--- config.mk ---
export PLATFORM = sky130hd
export DESIGN_NAME = nand_host_port
export DESIGN_NICKNAME = d
export VERILOG_FILES = /design/src/rtl/nfh_pkg.sv /design/src/rtl/nfh_wbuf.sv /design/src/rtl/nfh_engine.sv /design/src/rtl/nand_host_port.sv
export SDC_FILE = /design/constraint.sdc
export NUM_CORES = 1
export LEC_CHECK = 0
export ABC_AREA = 1
export CORE_MARGIN = 2
export CORE_UTILIZATION = 56
export CTS_CLUSTER_DIAMETER = 30
export DETAILED_ROUTE_END_ITERATION = 8
export PLACE_DENSITY = 0.77
export SLEW_MARGIN = 20
export SYNTH_ARGS = -nofsm -noshare
export SYNTH_HDL_FRONTEND = slang
export SYNTH_SLANG_ARGS = --single-unit
--- constraint.sdc ---
create_clock -name clk -period 2.94 [get_ports clk]
set_input_delay 0.588 -clock clk [delete_from_list [all_inputs] [get_ports clk]]
set_output_delay 0.588 -clock clk [all_outputs]
set_load 0.02 [all_outputs]
--- src/rtl/nfh_pkg.sv ---
package nfh_pkg;

    localparam int NFH_DW    = 16;
    localparam int NFH_DLY_W = 4;
    localparam int NFH_AW    = 4;

    // register offsets
    localparam logic [NFH_AW-1:0] RA_CFG    = 4'd0;
    localparam logic [NFH_AW-1:0] RA_STAT   = 4'd1;
    localparam logic [NFH_AW-1:0] RA_FLAGS  = 4'd2;
    localparam logic [NFH_AW-1:0] RA_MASK   = 4'd3;
    localparam logic [NFH_AW-1:0] RA_CMD    = 4'd4;
    localparam logic [NFH_AW-1:0] RA_ADDR   = 4'd5;
    localparam logic [NFH_AW-1:0] RA_WDATA  = 4'd6;
    localparam logic [NFH_AW-1:0] RA_RDREQ  = 4'd7;
    localparam logic [NFH_AW-1:0] RA_RDDATA = 4'd8;
    localparam logic [NFH_AW-1:0] RA_PAGE   = 4'd9;

    localparam int FLAG_N = 3;

    typedef enum logic [1:0] {
        CYC_CMD  = 2'd0,
        CYC_ADDR = 2'd1,
        CYC_WDAT = 2'd2,
        CYC_RDAT = 2'd3
    } cyc_kind_e;

    typedef enum logic [1:0] {
        PH_IDLE = 2'd0,
        PH_LOW  = 2'd1,
        PH_HIGH = 2'd2
    } phase_e;

    typedef struct packed {
        cyc_kind_e         kind;
        logic [NFH_DW-1:0] data;
    } wb_entry_t;

    // field order matches the configuration register, bit 9 down to bit 0
    typedef struct packed {
        logic                 page_big;
        logic                 wide;
        logic [NFH_DLY_W-1:0] rd_dly;
        logic [NFH_DLY_W-1:0] wr_dly;
    } cfg_t;

    localparam int CFG_W = $bits(cfg_t);

endpackage

--- src/rtl/nfh_wbuf.sv ---
module nfh_wbuf
    import nfh_pkg::*;
#(
    parameter int DEPTH = 4
) (
    input  logic                         clk,
    input  logic                         rst_n,
    input  logic                         push,
    input  wb_entry_t                    push_entry,
    input  logic                         pop,
    output wb_entry_t                    head,
    output logic                         full,
    output logic                         empty,
    output logic [$clog2(DEPTH+1)-1:0]   count
);
    localparam int PW = (DEPTH > 1) ? $clog2(DEPTH) : 1;
    localparam int CW = $clog2(DEPTH+1);

    typedef struct packed {
        wb_entry_t [DEPTH-1:0] mem;
        logic [PW-1:0]         wp;
        logic [PW-1:0]         rp;
        logic [CW-1:0]         cnt;
    } wb_t;

    wb_t q, d;

    function automatic logic [PW-1:0] bump(input logic [PW-1:0] p);
        return (p == PW'(DEPTH - 1)) ? '0 : p + PW'(1);
    endfunction

    always_comb begin
        logic do_push, do_pop;
        d       = q;
        do_push = push && (q.cnt != CW'(DEPTH));
        do_pop  = pop && (q.cnt != '0);
        if (do_push) begin
            d.mem[q.wp] = push_entry;
            d.wp        = bump(q.wp);
        end
        if (do_pop) begin
            d.rp = bump(q.rp);
        end
        case ({do_push, do_pop})
            2'b10:   d.cnt = q.cnt + CW'(1);
            2'b01:   d.cnt = q.cnt - CW'(1);
            default: d.cnt = q.cnt;
        endcase
    end

    always_ff @(posedge clk or negedge rst_n) begin
        if (!rst_n) q <= '0;
        else        q <= d;
    end

    assign head  = q.mem[q.rp];
    assign full  = (q.cnt == CW'(DEPTH));
    assign empty = (q.cnt == '0);
    assign count = q.cnt;

endmodule

--- src/rtl/nfh_engine.sv ---
module nfh_engine
    import nfh_pkg::*;
#(
    parameter int DW         = NFH_DW,
    parameter int PAGE_SMALL = 256,
    parameter int PAGE_BIG   = 512
) (
    input  logic          clk,
    input  logic          rst_n,
    input  cfg_t          cfg,
    input  logic          fifo_empty,
    input  wb_entry_t     fifo_head,
    output logic          fifo_pop,
    input  logic          burst_start,
    input  logic          burst_rd,
    output logic          burst_busy,
    output logic          busy,
    output logic          nf_cle,
    output logic          nf_ale,
    output logic          nf_we_n,
    output logic          nf_re_n,
    output logic [DW-1:0] nf_dout,
    output logic          nf_doe,
    input  logic [DW-1:0] nf_din,
    output logic          cap_valid,
    output logic [DW-1:0] cap_data,
    output logic          dma_rd_valid,
    output logic [DW-1:0] dma_rd_data,
    input  logic [DW-1:0] dma_wr_data,
    output logic          dma_wr_take,
    output logic          page_done
);
    localparam int HW    = DW / 2;
    localparam int LEN_W = $clog2(PAGE_BIG + 1);

    typedef struct packed {
        phase_e               phase;
        cyc_kind_e            kind;
        logic [DW-1:0]        data;
        logic [NFH_DLY_W-1:0] cnt;
        logic                 from_burst;
        logic                 burst_on;
        logic                 burst_rd;
        logic [LEN_W-1:0]     left;
        logic                 cap_v;
        logic [DW-1:0]        cap_d;
        logic                 dma_v;
        logic [DW-1:0]        dma_d;
        logic                 done;
    } eng_t;

    eng_t q, d;

    function automatic logic [DW-1:0] lane(input logic [DW-1:0] v, input logic full_w);
        return full_w ? v : {{(DW-HW){1'b0}}, v[HW-1:0]};
    endfunction

    logic [LEN_W-1:0] page_base, page_words;
    assign page_base  = cfg.page_big ? LEN_W'(PAGE_BIG) : LEN_W'(PAGE_SMALL);
    assign page_words = cfg.wide ? (page_base >> 1) : page_base;

    always_comb begin
        d           = q;
        d.cap_v     = 1'b0;
        d.dma_v     = 1'b0;
        d.done      = 1'b0;
        fifo_pop    = 1'b0;
        dma_wr_take = 1'b0;

        if (burst_start && !q.burst_on) begin
            d.burst_on = 1'b1;
            d.burst_rd = burst_rd;
            d.left     = page_words;
        end

        case (q.phase)
            PH_IDLE: begin
                if (!fifo_empty) begin
                    fifo_pop     = 1'b1;
                    d.kind       = fifo_head.kind;
                    d.from_burst = 1'b0;
                    d.phase      = PH_LOW;
                    if (fifo_head.kind == CYC_RDAT) begin
                        d.cnt  = cfg.rd_dly;
                        d.data = '0;
                    end else begin
                        d.cnt  = cfg.wr_dly;
                        d.data = lane(fifo_head.data,
                                      cfg.wide && (fifo_head.kind == CYC_WDAT));
                    end
                end else if (q.burst_on && (q.left != '0)) begin
                    d.from_burst = 1'b1;
                    d.phase      = PH_LOW;
                    d.left       = q.left - LEN_W'(1);
                    if (q.burst_rd) begin
                        d.kind = CYC_RDAT;
                        d.cnt  = cfg.rd_dly;
                        d.data = '0;
                    end else begin
                        d.kind      = CYC_WDAT;
                        d.cnt       = cfg.wr_dly;
                        d.data      = lane(dma_wr_data, cfg.wide);
                        dma_wr_take = 1'b1;
                    end
                end
            end
            PH_LOW: begin
                if (q.cnt == '0) begin
                    d.phase = PH_HIGH;
                    if (q.kind == CYC_RDAT) begin
                        if (q.from_burst) begin
                            d.dma_v = 1'b1;
                            d.dma_d = lane(nf_din, cfg.wide);
                        end else begin
                            d.cap_v = 1'b1;
                            d.cap_d = lane(nf_din, cfg.wide);
                        end
                    end
                end else begin
                    d.cnt = q.cnt - NFH_DLY_W'(1);
                end
            end
            PH_HIGH: begin
                d.phase = PH_IDLE;
                if (q.from_burst && (q.left == '0)) begin
                    d.burst_on   = 1'b0;
                    d.from_burst = 1'b0;
                    d.done       = 1'b1;
                end
            end
            default: d.phase = PH_IDLE;
        endcase
    end

    always_ff @(posedge clk or negedge rst_n) begin
        if (!rst_n) q <= '0;
        else        q <= d;
    end

    logic active;
    assign active  = (q.phase != PH_IDLE);
    assign nf_cle  = active && (q.kind == CYC_CMD);
    assign nf_ale  = active && (q.kind == CYC_ADDR);
    assign nf_we_n = !((q.phase == PH_LOW) && (q.kind != CYC_RDAT));
    assign nf_re_n = !((q.phase == PH_LOW) && (q.kind == CYC_RDAT));
    assign nf_doe  = active && (q.kind != CYC_RDAT);
    assign nf_dout = q.data;

    assign burst_busy   = q.burst_on;
    assign busy         = active || q.burst_on;
    assign cap_valid    = q.cap_v;
    assign cap_data     = q.cap_d;
    assign dma_rd_valid = q.dma_v;
    assign dma_rd_data  = q.dma_d;
    assign page_done    = q.done;

endmodule

--- src/rtl/nand_host_port.sv ---
module nand_host_port
    import nfh_pkg::*;
#(
    parameter int DW         = NFH_DW,
    parameter int AW         = NFH_AW,
    parameter int WB_DEPTH   = 4,
    parameter int PAGE_SMALL = 256,
    parameter int PAGE_BIG   = 512
) (
    input  logic          clk,
    input  logic          rst_n,
    input  logic          reg_sel,
    input  logic          reg_we,
    input  logic [AW-1:0] reg_addr,
    input  logic [DW-1:0] reg_wdata,
    output logic [DW-1:0] reg_rdata,
    output logic          irq,
    output logic          nf_ce_n,
    output logic          nf_cle,
    output logic          nf_ale,
    output logic          nf_we_n,
    output logic          nf_re_n,
    output logic [DW-1:0] nf_dout,
    output logic          nf_doe,
    input  logic [DW-1:0] nf_din,
    input  logic          nf_rb,
    output logic          dma_rd_valid,
    output logic [DW-1:0] dma_rd_data,
    input  logic [DW-1:0] dma_wr_data,
    output logic          dma_wr_take
);
    localparam int CW = $clog2(WB_DEPTH + 1);

    typedef struct packed {
        cfg_t              cfg;
        logic [FLAG_N-1:0] flags;
        logic [FLAG_N-1:0] mask;
        logic [DW-1:0]     rdbuf;
        logic [2:0]        rb_sync;
    } top_t;

    top_t q, d;

    logic      wb_full, wb_empty, wb_pop, push_try;
    logic [CW-1:0] wb_count;
    wb_entry_t push_entry, wb_head;
    logic      burst_start, burst_rd, burst_busy, eng_busy;
    logic      cap_valid, page_done;
    logic [DW-1:0] cap_data;
    logic [FLAG_N-1:0] flags_now;
    logic [NFH_DLY_W-1:0] cfg_wr_dly, cfg_rd_dly;

    logic host_wr;
    assign host_wr = reg_sel && reg_we;

    // queue entry decode
    always_comb begin
        push_try   = 1'b0;
        push_entry = '{kind: CYC_CMD, data: reg_wdata};
        if (host_wr) begin
            case (reg_addr)
                RA_CMD:   begin push_try = 1'b1; push_entry.kind = CYC_CMD;  end
                RA_ADDR:  begin push_try = 1'b1; push_entry.kind = CYC_ADDR; end
                RA_WDATA: begin push_try = 1'b1; push_entry.kind = CYC_WDAT; end
                RA_RDREQ: begin
                    push_try        = 1'b1;
                    push_entry.kind = CYC_RDAT;
                    push_entry.data = '0;
                end
                default: ;
            endcase
        end
    end

    always_comb begin
        logic [FLAG_N-1:0] clr, set;
        logic              rb_rise;
        d           = q;
        burst_start = 1'b0;
        burst_rd    = 1'b0;

        d.rb_sync = {q.rb_sync[1:0], nf_rb};
        rb_rise   = q.rb_sync[1] && !q.rb_sync[2];

        clr = '0;
        if (host_wr) begin
            case (reg_addr)
                RA_CFG:   d.cfg  = cfg_t'(reg_wdata[CFG_W-1:0]);
                RA_MASK:  d.mask = reg_wdata[FLAG_N-1:0];
                RA_FLAGS: clr    = reg_wdata[FLAG_N-1:0];
                RA_PAGE: begin
                    if (!burst_busy) begin
                        if (reg_wdata == DW'(1)) begin
                            burst_start = 1'b1;
                            burst_rd    = 1'b1;
                        end else if (reg_wdata == DW'(2)) begin
                            burst_start = 1'b1;
                        end
                    end
                end
                default: ;
            endcase
        end

        set     = {page_done, cap_valid, rb_rise};
        d.flags = (q.flags & ~clr) | set;

        if (cap_valid) d.rdbuf = cap_data;
    end

    always_ff @(posedge clk or negedge rst_n) begin
        if (!rst_n) begin
            q         <= '0;
            q.rb_sync <= '1;
        end else begin
            q <= d;
        end
    end

    nfh_wbuf #(.DEPTH(WB_DEPTH)) u_wbuf (
        .clk        (clk),
        .rst_n      (rst_n),
        .push       (push_try),
        .push_entry (push_entry),
        .pop        (wb_pop),
        .head       (wb_head),
        .full       (wb_full),
        .empty      (wb_empty),
        .count      (wb_count)
    );

    nfh_engine #(
        .DW         (DW),
        .PAGE_SMALL (PAGE_SMALL),
        .PAGE_BIG   (PAGE_BIG)
    ) u_engine (
        .clk          (clk),
        .rst_n        (rst_n),
        .cfg          (q.cfg),
        .fifo_empty   (wb_empty),
        .fifo_head    (wb_head),
        .fifo_pop     (wb_pop),
        .burst_start  (burst_start),
        .burst_rd     (burst_rd),
        .burst_busy   (burst_busy),
        .busy         (eng_busy),
        .nf_cle       (nf_cle),
        .nf_ale       (nf_ale),
        .nf_we_n      (nf_we_n),
        .nf_re_n      (nf_re_n),
        .nf_dout      (nf_dout),
        .nf_doe       (nf_doe),
        .nf_din       (nf_din),
        .cap_valid    (cap_valid),
        .cap_data     (cap_data),
        .dma_rd_valid (dma_rd_valid),
        .dma_rd_data  (dma_rd_data),
        .dma_wr_data  (dma_wr_data),
        .dma_wr_take  (dma_wr_take),
        .page_done    (page_done)
    );

    assign nf_ce_n    = wb_empty && !eng_busy;
    assign irq        = |(q.flags & q.mask);
    assign flags_now  = q.flags;
    assign cfg_wr_dly = q.cfg.wr_dly;
    assign cfg_rd_dly = q.cfg.rd_dly;

    always_comb begin
        reg_rdata = '0;
        case (reg_addr)
            RA_CFG:    reg_rdata = DW'(q.cfg);
            RA_STAT:   reg_rdata = DW'({!nf_ce_n, wb_full});
            RA_FLAGS:  reg_rdata = DW'(q.flags);
            RA_MASK:   reg_rdata = DW'(q.mask);
            RA_RDDATA: reg_rdata = q.rdbuf;
            default:   reg_rdata = '0;
        endcase
    end

endmodule

* Yosys cells after proc, flatten, opt, wreduce, memory -nomap -nowiden
Index checks and enable logic that the tools add are counted.
** Storage, ports and cells
- Register bits :: 186
- Latch bits :: 0
- Memory bits (writable) :: 0
- Bits in read-only memories :: 0
- Input port bits :: 57
- Output and inout bits :: 57
- Logic and storage cells :: 177
- Memories :: 0
** Cells by class
- $add $sub $neg :: 6
- Multiply operators :: 0
- Divide/modulo/power cells :: 0
- $lt $le $gt $ge :: 3
- Eq/ne operators :: 29
- Shift operators :: 0
- Muxes and demuxes :: 58
- Bitwise logic cells :: 5
- Reduce and logical (&&, ||, !) cells :: 44
** Operators by type and width (count)
- 2-to-1 mux 34 bit :: 3
- one-hot mux 16 bit (5 select lines) :: 1
- bitwise mux 72 bit :: 1
- 2-to-1 mux 16 bit :: 4
- 2-to-1 mux 18 bit :: 3
- 2-to-1 mux 10 bit :: 5
- 2-to-1 mux 25 bit :: 2
- binary-select mux 18 bit (select 2 bit) :: 1
- demux 18 bit (select 2 bit) :: 1
- 2-to-1 mux 17 bit :: 2
- 2-to-1 mux 21 bit :: 1
- 2-to-1 mux 1 bit :: 20
- 2-to-1 mux 20 bit :: 1
- equality test 16 x 1 -> 1 bit, second input constant :: 1
- equality test 16 x 2 -> 1 bit, second input constant :: 1
- equality test 4 x 3 -> 1 bit, second input constant :: 4
- logical AND 1 bit :: 15
- equality test 2 bit, second input constant :: 7
- 2-to-1 mux 12 bit :: 1
- logical NOT 10 bit :: 1
- nonzero test 10 bit :: 1
- subtractor 10 x 1 -> 10 bit, second input constant :: 1
- equality test 4 x 2 -> 1 bit, second input constant :: 2
- equality test 4 bit, second input constant :: 2
- other kinds (36) :: 64

* Longest topological paths before layout
Gate-level depths: netlist (run 1).
- Depth in word-level cells :: 11
- Gate-level depth with buffers :: 12
- Gate-level depth less buffers :: 11

* Cells and area by module
A second synthesis (run 1) with hierarchy kept.
** Unflattened totals
- Cell total of the unflattened synthesis :: 1273
- Area, all modules :: 10040.9 um2
** By module, submodules not included
- nfh_wbuf :: times used 1, cells an instance 513, area each 4146.5 um2, sequential area each 1976.9 um2
- nfh_engine :: times used 1, cells an instance 495, area each 4006.3 um2, sequential area each 1801.7 um2
- nand_host_port :: times used 1, cells an instance 265, area each 1888.1 um2, sequential area each 879.6 um2

* Least setup slack after synthesis (run 1)
OpenSTA, ideal clock, no wires.
- Path type :: flip-flop to output port
- From :: reg u_engine.q[71] (netlist bit)
- To :: out reg_rdata[1]
- Arrival :: 1602 ps
- Required time :: 2352 ps
- Path slack :: 750 ps
- Stages on the path, launching flop included :: 5
- Path buffers :: 0
- Path through :: dfrtp_1 -> nor2_2 -> inv_1 -> nor3_1 -> o211ai_1
** Between the ends
- Word-level cells in the longest chain between the ends :: 6
** RTL lines
- from (decl) :: line nfh_engine.sv:52 : eng_t q, d;
- from (signal assigned) :: line nfh_engine.sv:136 : if (!rst_n) q <= '0;
- from (signal assigned) :: line nfh_engine.sv:137 : else q <= d;
- nonzero test 2 bit :: line nfh_engine.sv:141 : assign active = (q.phase != PH_IDLE);
- logical OR 1 bit :: line nfh_engine.sv:150 : assign busy = active || q.burst_on;
- logical NOT 1 bit :: line nand_host_port.sv:163 : assign nf_ce_n = wb_empty && !eng_busy;
- logical AND 1 bit :: line nand_host_port.sv:163
- via nf_ce_n :: line nand_host_port.sv:18 : output logic nf_ce_n,
- logical NOT 1 bit :: line nand_host_port.sv:173 : RA_STAT: reg_rdata = DW'({!nf_ce_n, wb_full});
- one-hot mux 16 bit (5 select lines) :: line nand_host_port.sv:171 : case (reg_addr)
- to (decl) :: line nand_host_port.sv:16 : output logic [DW-1:0] reg_rdata,
The timed path passes the listed nets, and every way through them passes these cells.

* Worst setup path in the final report (run 1)
- From :: reg u_engine.q[71] (netlist bit)
- To :: out nf_ce_n
** Between the ends
- Word-level cells in the longest chain between the ends :: 4
** RTL lines (line)
- nonzero test 2 bit :: nfh_engine.sv:141
- logical OR 1 bit :: nfh_engine.sv:150
- logical NOT 1 bit :: nand_host_port.sv:163
- logical AND 1 bit :: nand_host_port.sv:163
- to (decl) :: nand_host_port.sv:18
No other way between the ends.

==> results of run 1 <==
critical path, stage by stage, from the launching register on:
cell and delay [ps]:
dfrtp_1 430, nor2_2 250, inv_1 140, nor3_2 280, clkdlybuf4s50_1 670
state kept, by name (all words and copies together), names as in the netlist:
register / cells
cfg_wr_dly: 4
u_engine.nf_dout: 16
u_engine.burst_busy: 1
u_engine.cap_data: 16
u_engine.dma_rd_data: 16
d: 2
u_engine.page_done: 1
q: 22
u_wbuf.count: 3
u_engine.cap_valid: 1
u_engine.dma_rd_valid: 1
u_engine.q: 20
flags_now: 3
u_wbuf.q: 76
cfg_rd_dly: 4
power groups by stage:
stage                     clock network (mW)  logic (mW)  registers, mW
after floorplan                            0        2.66           4.00
after global placement                     0        3.45           4.13
after detailed placement                   0        3.54           4.16
after CTS                               2.33        3.58           4.13
after global routing                    2.44        4.08           4.25
final                                   2.30        3.59           4.14
layout by cell type, fill, tap and decap left out, types with 15 or more instances in the layout:
cell type        instances
inv_1                   77
nand3_1                 26
o22ai_1                 23
o21ai_0                166
clkdlybuf4s50_1         95
clkbuf_16               17
nor2_1                  78
dlygate4sd2_1           15
nand2_1                332
buf_4                   28
dfrtp_1                183
cell type report:
cell class | instances | area [sq um]
clock buffers | 17 | 425
clock inverters | 15 | 165
fillers | 1266 | 5100
inverters | 87 | 335
multi-input cells | 732 | 3530
flip-flops and latches | 186 | 4660
well taps | 216 | 270
repair buffers | 142 | 1350
cells by family (layout without fill, tap and decap cells):
family	after synthesis	in the layout	share of synthesized area (%)
AOI/OAI and AO/OA	230	230	13.8
xor gates and xnor gates	11	11	1.07
adders and majority gates	12	12	1.74
buffers and inverters	162	261	9.55
DFF	186	186	51.5
muxes	3	3	0.374
and+or+nand+nor	476	476	22.0
per-layer routing:
metal  track usage, %  routed length [microns]
met1             38.1                     9770
met2             40.8                    10200
met3             5.24                     1110
met4             9.95                      563
met5                0                        0
timing repair:
item,CTS,global route
cloned,0,0
endpoints found under the setup margin,15,3
gates resized for setup,15,3
how the worst min path moves through the flow:
stage | end | startpoint | depth (start not counted) | slack, ps
detailed placement | d[2]$_DFF_PN1_ | d[1]$_DFF_PN1_ | 0 | 350
global placement | d[2]$_DFF_PN1_ | d[1]$_DFF_PN1_ | 0 | 350
global route | u_wbuf.q[18]$_DFFE_PN0P_ | rst_n | 1 | 210
finish | u_wbuf.q[18]$_DFFE_PN0P_ | rst_n | 1 | 160
floorplan | cfg_rd_dly[0]$_DFFE_PN0P_ | rst_n | 0 | 290
CTS | u_wbuf.q[18]$_DFFE_PN0P_ | rst_n | 1 | 180
==> impl_results.md, run 1 <==
* Netlist Area Pre-Place at 9040 sq um
* ANT cells at 0
* Die height at 131 microns
* First-pass GRT wire length at 35,300 microns
* Gpl congestion at 0.892
* Critical Path Start Type: register
* Average routed wire per standard cell at 15.5 microns
* Die Footprint at 17,200 sq um
* TritonCTS Buffers at 17
* Final worst slack at 157 ps
* Final wirelength at 21,600 microns
* Top-area cell type share of the netlist area at 50.6%
* Clock skew at 11.0 ps
* Worst-path clk slew at 70 ps
* Setup tns final at 0 ps
* PwrDens at 934 nW/um^2
* Synthesized flop and latch total at 186
* Number of synthesized flops with an enable pin at 0
* Initial antenna violation count at 0
* Cts hold-fix bufs at 0
* Max Buffers Root-to-Sink at 2
* Syn-to-layout area delta at 18.7%
* CP Capture Type: primary output
* Via count at 7,474
* Ys flop type: dfrtp_1
* Post-synth net total at 1,149
* Yosys warns at 0
* # nets final at 1,235
* CTS tree: done
* Layout cell share with drive strength beyond 1 at 10.2%
* Via/cell ratio at 5.36
* Critical setup path kind: reg -> out
* Hold WS at 157 ps
* Static leakage at 5.23 nW
* Die X at 131 microns
* RR Endpoint: u_wbuf.count[2]$_DFFE_PN0P_
* Sw frac at 38.8%
* FP Rows at 46
* Worst relative slew slack at 33.8%
* Final setup vio count at 0
* Port buffer count at 113
* WP data required at 2350 ps
* Count of final max-slew check failures at 0
* F_max at 359 MHz
* Final hold vios at 0
* DRT iter0 DRCs at 568
* Finished Layout Cells at 1,395
* Max_cap viols at 0
* Tmin final at 2780 ps
* Grt ovf at 0
* Unique masters post-synth at 41
* Register area share after synthesis at 51.5%
* Hpwl dp at 15,100 microns
* Peak supply drop at 501 uV
* Finished Cell Area at 10,700 sq um
* Clock Sinks at 186
* Post-CTS Setup Bufs at 0
* Largest net degree at the start of global routing at 77
* Leading post-synthesis cells by cell area: dfrtp_1 (51%), nand2_1 (14%), o21ai_0 (9.2%)
* Power Total at 10.0 mW
* DR pass1 iterations at 5
* Post-DP Area at 10,100 sq um
* CTS H-tree lvls at 4
* Worst Tran Pin Value at 993 ps
* Hold Crit Class: in -> async
* Core Util, Final at 67.8%
* Comb pwr share at 35.8%
* Dpl cells at 1,363
* Gr usage total at 26.7%
* Mapped Avg Cell Area at 8.37 sq um
* Vias in the first global route at 7,085
* R2R cell count at 9
* Worst r2r src: u_engine.q[71]$_DFFE_PN0P_
* Worst-skew pair later-pin latency at 440 ps
* Initial Utilization at 57.1%
* Post-Syn Instances at 1,080
* Detail Route Antenna Nets at 0
* Crit path max fanout at 5
* Core area at 15,800 sq um
* Critical Path AT at 2200 ps
* Outcome: finished, final reports clean
* Top-count cell post-synth: nand2_1
* Cell Int Power at 6.14 mW
* Worst setup endpoint: nf_ce_n
* Synth area leader: dfrtp_1
* Seq pwr share at 41.2%
* Flop2flop setup slack at 590 ps
* Clock group share of total power at 22.9%
* Crit path launch: u_engine.q[71]$_DFFE_PN0P_
* Synth async-reset ratio at 100%
* DR DRC count at 0
* IO Count at 114
* RSZ-0062 raised after global routing: false
* Post-synth top cells: nand2_1 (332), dfrtp_1 (183), o21ai_0 (166)
* Root Buffer: clkbuf_16
* Psw at 3.89 mW
* Pre-CTS WS at -103 ps
* Tcrit/Tclk final at 94.7%
(Power assumes the default switching activity.)
==> run 2: changes to the inputs <==
Settings changed: CTS_CLUSTER_SIZE set to 20.
==> results of run 2 <==
Same layout as run 1: the final DEF is identical, and so are final timing and power.
